**src/rtl/vmask_pkg.sv**
```systemverilog
package vmask_pkg;
    typedef enum logic [1:0] {
        ST_IDLE  = 2'd0,
        ST_FETCH = 2'd1,
        ST_APPLY = 2'd2
    } vm_state_e;
endpackage

```
**src/rtl/vmask_range_chk.sv**
```systemverilog
module vmask_range_chk #(
    parameter int VLEN  = 128,
    parameter int NUM_W = $clog2(VLEN + 1)
) (
    input  logic [NUM_W-1:0] num,
    output logic             ok
);
    localparam logic [NUM_W-1:0] LIMIT = NUM_W'(VLEN);

    always_comb begin
        ok = (num != '0) && (num <= LIMIT);
    end
endmodule

```
**src/rtl/vmask_expand.sv**
```systemverilog
module vmask_expand #(
    parameter int VLEN  = 128,
    parameter int NUM_W = $clog2(VLEN + 1)
) (
    input  logic [VLEN-1:0]  reg_bits,
    input  logic             vm,
    input  logic             carry,
    input  logic [NUM_W-1:0] num,
    output logic [VLEN-1:0]  en
);
    // Unmasked case: all ones in ordinary mode, all zeros in carry mode.
    logic unmasked_val;
    assign unmasked_val = ~carry;

    for (genvar g = 0; g < VLEN; g++) begin : g_lane
        localparam logic [NUM_W-1:0] IDX = NUM_W'(g);
        logic live;
        assign live  = (IDX < num);
        assign en[g] = live & (vm ? unmasked_val : reg_bits[g]);
    end
endmodule

```
**src/rtl/vmask_merge.sv**
```systemverilog
module vmask_merge #(
    parameter int VLEN  = 128,
    parameter int NUM_W = $clog2(VLEN + 1)
) (
    input  logic [VLEN-1:0]  old_bits,
    input  logic [VLEN-1:0]  new_bits,
    input  logic [NUM_W-1:0] num,
    output logic [VLEN-1:0]  merged
);
    for (genvar g = 0; g < VLEN; g++) begin : g_bit
        localparam logic [NUM_W-1:0] IDX = NUM_W'(g);
        assign merged[g] = (IDX < num) ? new_bits[g] : old_bits[g];
    end
endmodule

```
**src/rtl/vmask_access_unit.sv**
```systemverilog
module vmask_access_unit
    import vmask_pkg::*;
#(
    parameter int VLEN  = 128,
    parameter int NREG  = 32,
    parameter int AW    = $clog2(NREG),
    parameter int NUM_W = $clog2(VLEN + 1)
) (
    input  logic             clk,
    input  logic             rst_n,
    input  logic             cmd_valid,
    input  logic             cmd_write,
    input  logic [AW-1:0]    cmd_vreg,
    input  logic             cmd_vm,
    input  logic             cmd_carry,
    input  logic [NUM_W-1:0] cmd_num,
    input  logic [VLEN-1:0]  cmd_wbits,
    output logic             ready,
    output logic             rsp_valid,
    output logic [VLEN-1:0]  rsp_en,
    output logic             done,
    output logic             err,
    output logic             rf_re,
    output logic             rf_we,
    output logic [AW-1:0]    rf_addr,
    output logic [VLEN-1:0]  rf_wdata,
    input  logic [VLEN-1:0]  rf_rdata
);
    typedef struct packed {
        vm_state_e        st;
        logic             write;
        logic [AW-1:0]    vreg;
        logic             vm;
        logic             carry;
        logic [NUM_W-1:0] num;
        logic [VLEN-1:0]  wbits;
        logic             rsp_valid;
        logic [VLEN-1:0]  rsp_en;
        logic             done;
        logic             err;
    } vm_regs_t;

    vm_regs_t r_d, r_q;

    logic            num_ok;
    logic [VLEN-1:0] en_vec;
    logic [VLEN-1:0] merged;

    vmask_range_chk #(.VLEN(VLEN), .NUM_W(NUM_W)) i_range (
        .num (cmd_num),
        .ok  (num_ok)
    );

    vmask_expand #(.VLEN(VLEN), .NUM_W(NUM_W)) i_expand (
        .reg_bits (rf_rdata),
        .vm       (r_q.vm),
        .carry    (r_q.carry),
        .num      (r_q.num),
        .en       (en_vec)
    );

    vmask_merge #(.VLEN(VLEN), .NUM_W(NUM_W)) i_merge (
        .old_bits (rf_rdata),
        .new_bits (r_q.wbits),
        .num      (r_q.num),
        .merged   (merged)
    );

    always_comb begin
        r_d           = r_q;
        r_d.rsp_valid = 1'b0;
        r_d.done      = 1'b0;
        r_d.err       = 1'b0;
        unique case (r_q.st)
            ST_IDLE: begin
                if (cmd_valid) begin
                    if (num_ok) begin
                        r_d.st    = ST_FETCH;
                        r_d.write = cmd_write;
                        r_d.vreg  = cmd_vreg;
                        r_d.vm    = cmd_vm;
                        r_d.carry = cmd_carry;
                        r_d.num   = cmd_num;
                        r_d.wbits = cmd_wbits;
                    end else begin
                        r_d.err = 1'b1;
                    end
                end
            end
            ST_FETCH: begin
                r_d.st = ST_APPLY;
            end
            ST_APPLY: begin
                r_d.st = ST_IDLE;
                if (r_q.write) begin
                    r_d.done = 1'b1;
                end else begin
                    r_d.rsp_valid = 1'b1;
                    r_d.rsp_en    = en_vec;
                end
            end
            default: r_d.st = ST_IDLE;
        endcase
    end

    always_ff @(posedge clk) begin
        if (!rst_n) begin
            r_q <= '0;
        end else begin
            r_q <= r_d;
        end
    end

    assign ready     = (r_q.st == ST_IDLE);
    assign rf_re     = (r_q.st == ST_FETCH);
    assign rf_we     = (r_q.st == ST_APPLY) && r_q.write;
    assign rf_addr   = r_q.vreg;
    assign rf_wdata  = merged;
    assign rsp_valid = r_q.rsp_valid;
    assign rsp_en    = r_q.rsp_en;
    assign done      = r_q.done;
    assign err       = r_q.err;

    // one port, never read and write together
    p_single_port_r9: assert property (@(posedge clk) disable iff (!rst_n)
        !(rf_re && rf_we));

    // a write fetch is followed by the write at the same address
    p_rmw_order_r9: assert property (@(posedge clk) disable iff (!rst_n)
        (rf_re && r_q.write) |=> (rf_we && $stable(rf_addr)));

    // bits at and above the count are copied from the old contents
    p_tail_kept_r5: assert property (@(posedge clk) disable iff (!rst_n)
        rf_we |-> (((rf_wdata ^ rf_rdata) >> r_q.num) == '0));

    // bits below the count come from the result vector
    p_head_written_r4: assert property (@(posedge clk) disable iff (!rst_n)
        rf_we |-> (((rf_wdata ^ r_q.wbits) << (VLEN - int'(r_q.num))) == '0));

    // read result is zero above the count
    p_rsp_tail_zero_r6: assert property (@(posedge clk) disable iff (!rst_n)
        rsp_valid |-> ((rsp_en >> r_q.num) == '0));

    // carry mode unmasked gives zero carry-in
    p_carry_quiet_r3: assert property (@(posedge clk) disable iff (!rst_n)
        (rsp_valid && r_q.carry && r_q.vm) |-> (rsp_en == '0));

    // ordinary mode unmasked enables every active element
    p_unmasked_all_r1: assert property (@(posedge clk) disable iff (!rst_n)
        (rsp_valid && !r_q.carry && r_q.vm) |-> (rsp_en == ~({VLEN{1'b1}} << r_q.num)));

    // a bad count is rejected with no register access
    p_reject_r7: assert property (@(posedge clk) disable iff (!rst_n)
        (cmd_valid && ready && ((cmd_num == '0) || (int'(cmd_num) > VLEN)))
            |=> (err && !rf_re && ready));

    // write completion follows the write strobe and frees the unit
    p_done_after_write_r8: assert property (@(posedge clk) disable iff (!rst_n)
        rf_we |=> (done && ready));
endmodule

```
**config.mk**
```make
export PLATFORM = sky130hd
export DESIGN_NAME = vmask_access_unit
export DESIGN_NICKNAME = d
export VERILOG_FILES = /design/src/rtl/vmask_pkg.sv /design/src/rtl/vmask_range_chk.sv /design/src/rtl/vmask_expand.sv /design/src/rtl/vmask_merge.sv /design/src/rtl/vmask_access_unit.sv
export SDC_FILE = /design/constraint.sdc
export NUM_CORES = 1
export LEC_CHECK = 0
export CORE_AREA = 2 2 213 215
export DETAILED_ROUTE_END_ITERATION = 6
export DIE_AREA = 0 0 215 217
export DONT_BUFFER_PORTS = 1
export SLEW_MARGIN = 20
export SYNTH_ARGS = -nofsm -noshare
export SYNTH_HDL_FRONTEND = slang
export SYNTH_SLANG_ARGS = --single-unit
```
**constraint.sdc**
```tcl
create_clock -name clk -period 2.33 [get_ports clk]
set_input_delay 0.466 -clock clk [delete_from_list [all_inputs] [get_ports clk]]
set_output_delay 0.466 -clock clk [all_outputs]
set_load 0.01 [all_outputs]
```
==> reports/metrics.csv <==
stage,metric,value,unit
layout,layout-drive-gt1-share,0.3623,
power_and_ir_drop,vdd_drop_max,0.5653,mV
global_routing,antenna_found_initial,16,
synthesis,yosys.area_share.adder,0,
power_and_ir_drop,netSwitchingFraction,0.2934,
worst_hold_path,min_path_type,input pin to flip-flop,
timing,min_period,2.822,ns
floorplan,die-height,217,µm
placed_design,place_area,0.01569,mm²
critical_path,cp.required,1.86,ns
floorplan,start_util,0.3446,
synthesis,synth_top_area_cell,dfxtp_1,
power_and_ir_drop,p_sw,4007,µW
route,drtIter0Drc,1438,
critical_path,start_kind,flip-flop,
timing,max_clock_freq,0.3544,GHz
placed_design,globalplace.congestion,0.8716,
clock_network,cts_tree,done,
layout,instances_no_fill,2543,
global_routing,grt_usage,0.2902,
power_and_ir_drop,combPwrFrac,0.236,
timing,holdWs,0.04297,ns
power_and_ir_drop,p_int,9649,µW
layout,seqCellArea,0.005575,mm²
layout,area_growth,38.81,%
clock_network,insertion_delay,0.56,ns
route,routed_wl,72.90,mm
synthesis,synth_top_family_by_area,simple AND/OR/NAND/NOR gates,
floorplan,rows,78,
layout,multi_input_area,0.01025,mm²
route,vias,14552,
critical_path,cp_max_fo,10,
placed_design,port_buffers,0,
synthesis,synth_area_leaders,"dfxtp_1 36%, nand2_1 10%, mux2i_1 9.4%",
route,ant_nets,0,
timing,relSlewSlack,0.5671,
global_routing,grt_pass1_wl,99.75,mm
power_and_ir_drop,clock_power_share,0.398,
synthesis,synth_simple_gate_area_frac,0.1855,
route,routedWlPerCell,28.67,µm
layout,mostFrequentLayoutCell,nand2_1,
layout,fillCellCount,4036,
global_routing,first_global_vias,13724,
critical_path,rrSetupSlack,0.13,ns
synthesis,synth_cell_type_count,69,
timing,hold_violations,0,
synthesis,synth-main-ff-cell,dfxtp_1,
route,viasPerCell,5.722,
clock_network,clock-sinks,277,
run_status,status,finished with violations,
layout,final_cell_mix,"391 x nand2_1, 269 x dfxtp_1, 144 x mux2i_1, 138 x buf_4, 118 x mux2_4",
placed_design,place_inst,2298,
timing,fin_crit_sh,1.211,
layout,final_area,0.02138,mm²
synthesis,yosysSeqAreaShare,0.3600,
synthesis,synth_xor_area_frac,0,
route,detail_route.first_pass.iterations,5,
power_and_ir_drop,pwr-share-seq,0.367,
synthesis,synthArstFlopShare,0,
timing,drv_slew,0,
global_routing,grt_overflow_total,0,
route,drc,0,
synthesis,ys.warnings.count,0,
floorplan,io_pins,542,
run_status,violations,setup timing,
clock_network,clockBufferDepth,3,
timing,setup_ws,-0.4920,ns
synthesis,syn_area,0.01540,mm²
synthesis,synth_edf_count,0,
flow_run,maxCapViolCount,0,
synthesis,syn_area_per_cell,8.308,µm²
floorplan,die_w,215,µm
clock_network,htreeDepth,2,
synthesis,postSynthCellCount,1854,
layout,final_nets,2185,
placed_design,dp_hpwl,48.85,mm
timing,finalSetupTns,-41.41,ns
timing,rsz0062_at_grt,yes,
timing,tightest_slew,0.6473,ns
floorplan,placeableCoreArea,0.04470,mm²
clock_network,clk_pin_slew_worst_paths,0.06,ns
timing,skew,0.01600,ns
critical_path,cp.arrival,2.36,ns
power_and_ir_drop,cellPowerDensity,638.7,mW/mm²
synthesis,synth_top_area_frac,0.3600,
clock_network,cts-root-buf,clkbuf_16,
synthesis,synth.area.mux_share,0.1835,
power_and_ir_drop,leakage,0.008632,µW
global_routing,grt_max_degree,351,
placed_design,pre_cts_slack,-0.2714,ns
clock_network,cts_buffers,35,
floorplan,die-area,0.04666,mm²
critical_path,crit_type,flip-flop to output pin,
synthesis,ys_ff_latch,277,
synthesis,syn-num-nets,2129,
critical_path,end_kind,output pin,
timing,setup_viol_count_final,128,
synthesis,synth_compound_area_frac,0.1546,
per-layer routing:
metal | GRT usage | wire [µm]
met1 | 0.3672 | 29610
met2 | 0.4551 | 33130
met3 | 0.08707 | 6624
met4 | 0.1331 | 3433
met5 | 0 | 93
cell families after synthesis:
| family | after synthesis |
|---|---|
| simple gates | 638 |
| compound gates | 375 |
| buf+inv | 297 |
| flops | 277 |
| mux | 267 |
sequential cells by signal (all words and copies together) (netlist names):
register	count
done	1
err	1
r_q	141
rf_addr	5
rsp_en	128
rsp_valid	1
cell type report:
type | instances | share of cell area
Antenna cell | 8 | 0.0009363
Clock buffer | 51 | 0.04810
Clock inverter | 11 | 0.004155
Inverter | 5 | 0.001112
Multi-Input combinational cell | 1281 | 0.4794
Sequential cell | 277 | 0.2608
Tap cell | 600 | 0.03511
Timing Repair Buffer | 310 | 0.1704
synth_stat cells (all sizes together) (4+ instances only):
master    n
inv       4
o221ai    6
mux2    123
buf     207
nand3    77
nor2b     9
a21oi   176
nand2   430
and2     29
nor4      4
o31ai    15
nor3     20
o21a     18
nor2     30
a211o     4
a21o     73
mux2i   144
a21boi   13
o21ai    25
dfxtp   277
a32oi     9
o41ai    11
clkbuf   85
or3      11
a211oi    8
power groups by stage:
stage / sequential (µW) / clock (µW) / combinational [µW]
CTS: 5000 / 5500 / 2840
finish: 5010 / 5430 / 3220
floorplan: 5040 / 0 / 1400
detailed placement: 5110 / 0 / 1960
global placement: 5110 / 0 / 1950
global route: 5020 / 5690 / 3350
path summary, 6_finish.rpt:
kind	from	endpoint	cells after the start
hold / removal	cmd_num[5]	r_q[264]	2
setup / recovery	r_q[262]	rf_wdata[72]	4
hold reg to reg	r_q[213]	r_q[213]	2
setup reg to reg	r_q[266]	rsp_en[122]	9
per-stage QoR:
step,util,total power [µW]
2_1_floorplan,-,6444
3_3_place_gp,0.3510,7053
3_5_place_dp,0.3511,7073
4_1_cts,0.4469,13350
5_1_grt,0.4782,14060
6_report,0.4783,13660
worst max-delay path, stage by stage (launching register included):
cell and delay [ns]:
dfxtp_4 0.42, or4b_4 0.50, a211oi_4 0.38, buf_4 0.19, mux2_4 0.31
repair_timing:
action                     4_1_cts  5_1_grt
buffers inserted                92       88
setup endpoints to repair      125      128
gates resized for setup        521      153
hold buffers                     0        0
cloned                          11        2
pin swaps                       69       79
Note: power is estimated with default switching activity, not from simulation.
